--- src/rtl/bitconv_pkg.sv ---
package bitconv_pkg;

  typedef enum logic {
    ST_IDLE = 1'b0,
    ST_RUN  = 1'b1
  } seq_state_t;

  // Bits needed to hold every count from 0 to n*l inclusive.
  function automatic int coef_width(input int n, input int l);
    return $clog2(n * l + 1);
  endfunction

  // Bits needed for the position counter over 0 .. 2l-2.
  function automatic int pos_width(input int l);
    return $clog2(2 * l);
  endfunction

endpackage

--- src/rtl/bitconv_seq.sv ---
module bitconv_seq
  import bitconv_pkg::*;
#(
  parameter int LAST = 30,
  parameter int IW   = 5
) (
  input  logic          clk,
  input  logic          rst_n,
  input  logic          start,
  output logic          load,
  output logic          busy,
  output logic          final_step,
  output logic [IW-1:0] idx
);

  seq_state_t state;

  assign busy       = (state == ST_RUN);
  assign load       = start && (state == ST_IDLE);
  assign final_step = busy && (idx == IW'(LAST));

  always_ff @(posedge clk or negedge rst_n) begin
    if (!rst_n) begin
      state <= ST_IDLE;
      idx   <= '0;
    end else begin
      unique case (state)
        ST_IDLE: begin
          idx <= '0;
          if (start) state <= ST_RUN;
        end
        ST_RUN: begin
          if (idx == IW'(LAST)) begin
            state <= ST_IDLE;
            idx   <= '0;
          end else begin
            idx <= idx + 1'b1;
          end
        end
        default: state <= ST_IDLE;
      endcase
    end
  end

  // the position counter never leaves 0 .. 2L-2 during a run
  p_idx_bound_r3: assert property (@(posedge clk) disable iff (!rst_n)
    busy |-> (idx <= IW'(LAST)));

  // a start seen mid-run only lets the count advance by one
  p_start_ignored_r7: assert property (@(posedge clk) disable iff (!rst_n)
    (busy && start && (idx != IW'(LAST))) |=> (busy && (idx == $past(idx) + 1'b1)));

endmodule

--- src/rtl/bitconv_term.sv ---
module bitconv_term #(
  parameter int L  = 16,
  parameter int IW = 5,
  parameter int LW = 5
) (
  input  logic [L-1:0]  f_bits,
  input  logic [L-1:0]  g_bits,
  input  logic [IW-1:0] idx,
  output logic [LW-1:0] cnt
);

  localparam int XL = 3 * L;
  localparam int XW = $clog2(XL) + 1;

  // Second operand padded by L zeros on each side, so that position
  // idx+L-j addresses g bit idx-j, or a zero when out of range.
  logic [XL-1:0] g_pad;
  logic [L-1:0]  hit;

  assign g_pad = {{L{1'b0}}, g_bits, {L{1'b0}}};

  for (genvar j = 0; j < L; j++) begin : g_tap
    logic [XW-1:0] ofs;
    logic [XL-1:0] shifted;
    assign ofs     = XW'(idx) + XW'(L) - XW'(j);
    assign shifted = g_pad >> ofs;
    assign hit[j]  = f_bits[j] & shifted[0];
  end

  always_comb begin
    cnt = '0;
    for (int j = 0; j < L; j++) begin
      cnt = cnt + LW'(hit[j]);
    end
  end

endmodule

--- src/rtl/bitconv_sum.sv ---
module bitconv_sum #(
  parameter int N  = 32,
  parameter int LW = 5,
  parameter int CW = 10
) (
  input  logic [N-1:0][LW-1:0] parts,
  output logic [CW-1:0]        total
);

  always_comb begin
    total = '0;
    for (int k = 0; k < N; k++) begin
      total = total + CW'(parts[k]);
    end
  end

endmodule

--- src/rtl/bitconv_coef_gen.sv ---
module bitconv_coef_gen
  import bitconv_pkg::*;
#(
  parameter int N = 32,
  parameter int L = 16,
  localparam int CW = coef_width(N, L)
) (
  input  logic          clk,
  input  logic          rst_n,
  input  logic          start,
  input  logic [N*L-1:0] f_vec,
  input  logic [N*L-1:0] g_vec,
  output logic [CW-1:0] coef_out,
  output logic          coef_valid,
  output logic          coef_last
);

  localparam int LAST = 2 * L - 2;
  localparam int IW   = pos_width(L);
  localparam int LW   = $clog2(L + 1);
  localparam int PEAK = N * L;

  logic          load;
  logic          busy;
  logic          final_step;
  logic [IW-1:0] idx;
  logic [IW-1:0] out_idx;

  logic [N*L-1:0]       f_q;
  logic [N*L-1:0]       g_q;
  logic [N-1:0][LW-1:0] part_cnt;
  logic [CW-1:0]        coef_now;

  bitconv_seq #(.LAST(LAST), .IW(IW)) u_seq (
    .clk        (clk),
    .rst_n      (rst_n),
    .start      (start),
    .load       (load),
    .busy       (busy),
    .final_step (final_step),
    .idx        (idx)
  );

  // Operands are captured once, so the running stream never sees new input values.
  always_ff @(posedge clk or negedge rst_n) begin
    if (!rst_n) begin
      f_q <= '0;
      g_q <= '0;
    end else if (load) begin
      f_q <= f_vec;
      g_q <= g_vec;
    end
  end

  for (genvar k = 0; k < N; k++) begin : g_elem
    bitconv_term #(.L(L), .IW(IW), .LW(LW)) u_term (
      .f_bits (f_q[k*L +: L]),
      .g_bits (g_q[k*L +: L]),
      .idx    (idx),
      .cnt    (part_cnt[k])
    );
  end

  bitconv_sum #(.N(N), .LW(LW), .CW(CW)) u_sum (
    .parts (part_cnt),
    .total (coef_now)
  );

  always_ff @(posedge clk or negedge rst_n) begin
    if (!rst_n) begin
      coef_out   <= '0;
      coef_valid <= 1'b0;
      coef_last  <= 1'b0;
      out_idx    <= '0;
    end else begin
      coef_out   <= busy ? coef_now : '0;
      coef_valid <= busy;
      coef_last  <= final_step;
      out_idx    <= idx;
    end
  end

  // the last flag only rides on a valid coefficient
  p_last_valid_r5: assert property (@(posedge clk) disable iff (!rst_n)
    coef_last |-> coef_valid);

  // the last flag marks position 2L-2
  p_last_pos_r5: assert property (@(posedge clk) disable iff (!rst_n)
    coef_last |-> (out_idx == IW'(LAST)));

  // every stream opens at position 0
  p_first_pos_r3: assert property (@(posedge clk) disable iff (!rst_n)
    $rose(coef_valid) |-> (out_idx == '0));

  // valid only drops right after the last coefficient
  p_valid_drop_r6: assert property (@(posedge clk) disable iff (!rst_n)
    $fell(coef_valid) |-> $past(coef_last));

  // no coefficient exceeds N*L
  p_no_overflow_r8: assert property (@(posedge clk) disable iff (!rst_n)
    coef_valid |-> (coef_out <= CW'(PEAK)));

endmodule

--- config.mk ---
export PLATFORM = sky130hd
export DESIGN_NAME = bitconv_coef_gen
export DESIGN_NICKNAME = d
export VERILOG_FILES = /design/src/rtl/bitconv_pkg.sv /design/src/rtl/bitconv_seq.sv /design/src/rtl/bitconv_term.sv /design/src/rtl/bitconv_sum.sv /design/src/rtl/bitconv_coef_gen.sv
export SDC_FILE = /design/constraint.sdc
export NUM_CORES = 2
export LEC_CHECK = 0
export BUFFER_PORTS_ARGS = -buffer_cell sky130_fd_sc_hd__clkbuf_2
export CAP_MARGIN = 0
export CORE_AREA = 2 2 405 407
export DETAILED_ROUTE_END_ITERATION = 12
export DIE_AREA = 0 0 407 409
export PLACE_DENSITY = 0.74
export SLEW_MARGIN = 20
export SYNTH_ARGS = -nofsm -noshare
export SYNTH_HDL_FRONTEND = slang
export SYNTH_SLANG_ARGS = --single-unit
--- constraint.sdc ---
create_clock -name clk -period 13.3 [get_ports clk]
set_input_delay 1.995 -clock clk [delete_from_list [all_inputs] [get_ports clk]]
set_output_delay 1.995 -clock clk [all_outputs]
set_load 0.005 [all_outputs]
==> summary.txt <==
Status
  – Status: completed

Logic synthesis
  – Syn_nets: 8,204
  – Cells after Synth: 6,500
  – Top_reg_cell synth: dfrtp_1
  – Netlist cell types: 55
  – Most common cell in the netlist: dfrtp_1
  – Top cells by area, synth: dfrtp_1 32%, mux4_2 17%, mux2_2 14%
  – Cell Area, Synth: 0.0821 mm^2
  – Commonest cells in the netlist: 1,042 x dfrtp_1, 1,028 x mux2_2, 636 x mux4_2, 577 x nand2_1, 461 x fa_1
  – Top cell type by total area after synthesis: dfrtp_1
  – Syn Area/Cell: 12.6 um^2
  – Flops & latches, synth: 1,042
  – Number of synthesized flops with an enable pin: 0
  – Register area share after synthesis: 31.8%
  – Async SR Flop Fraction: 100%
  – Synth Warn #: 0
  – Post-synth top area share: 31.8%

STA
  – Final Hold Viols: 0
  – Setup TNS Final: 0 ns
  – Slew margin rel.: 10.0%
  – Period minus WS final: 12.70 ns
  – Fin Clk Skew: 0.0594 ns
  – Worst slew pin tran: 1.31 ns
  – Final Cycle Share: 95.5%
  – RSZ-0062 raised after global routing: no
  – Final setup fails: 0
  – Fmax: 78.7 MHz
  – Slew Limit Fails: 0

Worst setup path
  – WP data required: 13.98 ns
  – Worst path max stage delay: 0.69 ns
  – Reg2Reg Depth: 34
  – Crit-path max FO: 50
  – Worst Path Class, Setup: flip-flop to flip-flop
  – R2R Path End: coef_out[8]$_DFF_PN0_
  – Top cell by count, worst path: fa_1
  – Crit end category: flip-flop
  – Worst Path Arrival: 13.39 ns
  – Reg2reg start: u_seq.idx[1]$_DFF_PN0_
  – Startpoint types: flip-flop
  – Slowest CP cell: buf_4
  – Register-to-register setup slack: 0.60 ns

Detailed routing
  – Routed WL: 395 mm
  – Drt first pass iters: 5
  – Routed vias/inst: 6.89
  – Via count: 66,600
  – DR WL/cell: 40.9 um
  – ANT nets after route: 0
  – DR DRC count: 0
  – Starting DRC count in detailed routing: 10,200

Hold path
  – Hold EP: f_q[416]$_DFFE_PN0P_
  – Hold_sp: f_q[416]$_DFFE_PN0P_
  – Min-Delay Path Depth: 1
  – Worst hold path type: flip-flop to flip-flop

Clock network
  – Clock Path Buffers: 3
  – Hold_buf cts: 0
  – CTS Root Cell: clkbuf_16
  – Post-CTS setup buffer count: 0
  – Clock-pin slew on the worst setup and hold paths: 0.07 ns
  – CTS resizes: 0
  – CTS tree: yes
  – # clock sinks: 1,042
  – H-tree levels: 3
  – Clk_lat worst skew: 0.84 ns
  – Total CTS buffers: 117

Placed design
  – Final GP Congestion: 1.14
  – Port buffer count: 1,038
  – Detailed Place HPWL: 318 mm

Global routing
  – Global-route usage over all layers: 47.1%
  – GRT overflow: 0
  – Number of global-route vias before repair: 63,900
  – First-pass GRT wire length: 529 mm
  – Initial antenna violation count: 60
  – Largest net degree at the start of global routing: 174

Floorplan
  – Rows: 148
  – Io pins: 1,039
  – Core Region: 0.162 mm^2
  – Initial Util: 50.7%
  – Die area: 0.166 mm^2
  – Die Wd: 407 um
  – Die Ht: 409 um

Layout
  – Final net count: 9,063
  – Share of cells above drive strength 1: 41.8%
  – Area delta synth->final: 14.2%

Run
  – Max-cap violations: 0
==> placed cells by master (no fill, tap or decap), types with 214 or more instances in the layout <==
cell type and n:
fa_1 461, inv_1 431, clkbuf_2 1037, dfrtp_1 1038, mux4_2 636, a21oi_1 241
mux2_2 1028, nand2_1 577, mux2i_1 448, ha_1 214
==> logic make-up after synthesis <==
logic type / synth area share [%]
multiplexers: 37.1
flip-flops: 31.8
buffers and inverters: 4.79
AND/OR/NAND/NOR: 4.48
AO/OA/AOI/OAI: 6.41
adder cells (fa/ha/maj): 14.5
XOR/XNOR: 0.889
==> through the flow <==
step                utilization, %  hold WS, ns  instances  worst slack [ns]  area, um^2
finish                        57.9        0.503       9672             0.595       93800
detailed placement            55.3        0.490       9415             0.697       89600
global placement              55.3        0.483       9415             0.814       89600
floorplan                        -        0.469       6500             0.499       82100
global route                  57.9        0.511       9663             0.171       93800
CTS                           57.8        0.503       9630             0.708       93600
==> area by class of cell <==
cell class / instances / area, um^2
diodes: 42 / 105
flip-flops and latches: 1042 / 26100
well taps: 2175 / 2720
clock inverters: 63 / 905
repair buffers: 1210 / 6780
fillers: 13400 / 68300
clock buffers: 152 / 3160
inverters: 434 / 1630
multi-input cells: 4554 / 52400
==> per-layer routing <==
metal | track usage [%] | wire length (um) | vias up
li1 | - | - | 25800
met1 | 62.9 | 150000 | 34800
met2 | 57.2 | 147000 | 5332
met3 | 32.7 | 77100 | 700
met4 | 20.5 | 20500 | 26
met5 | 1.84 | 1060 | -
==> state kept, by name, summed over array words and instances (netlist names) <==
signal,count
u_seq.idx,5
g_q,512
f_q,512
u_seq.busy,1
coef_out,10
coef_valid,1
coef_last,1
==> worst max-delay path, delay by kind of cell (launching register included) <==
| family | cells | cell delay [ns] |
|---|---|---|
| fa+ha+maj | 15 | 7.64 |
| compound gates | 6 | 1.14 |
| buf+inv | 7 | 1.38 |
| flops | 1 | 0.45 |
| simple gates | 2 | 0.34 |
| xor+xnor | 1 | 0.23 |
| mux | 3 | 1.34 |
==> worst max path at each step <==
stage / from / end / slack (ns) / cells after the start
after floorplan: u_seq.idx[0]$_DFF_PN0_ / coef_out[8]$_DFF_PN0_ / 0.50 / 46
after global placement: u_seq.idx[0]$_DFF_PN0_ / coef_out[8]$_DFF_PN0_ / 0.81 / 38
after detailed placement: u_seq.idx[1]$_DFF_PN0_ / coef_out[8]$_DFF_PN0_ / 0.70 / 35
after CTS: u_seq.idx[1]$_DFF_PN0_ / coef_out[8]$_DFF_PN0_ / 0.71 / 35
after global routing: u_seq.idx[1]$_DFF_PN0_ / coef_out[8]$_DFF_PN0_ / 0.17 / 34
final: u_seq.idx[1]$_DFF_PN0_ / coef_out[8]$_DFF_PN0_ / 0.60 / 34
Power is not shown: default switching activity piles up to over one toggle a cycle in this logic, so the estimate is an artifact.
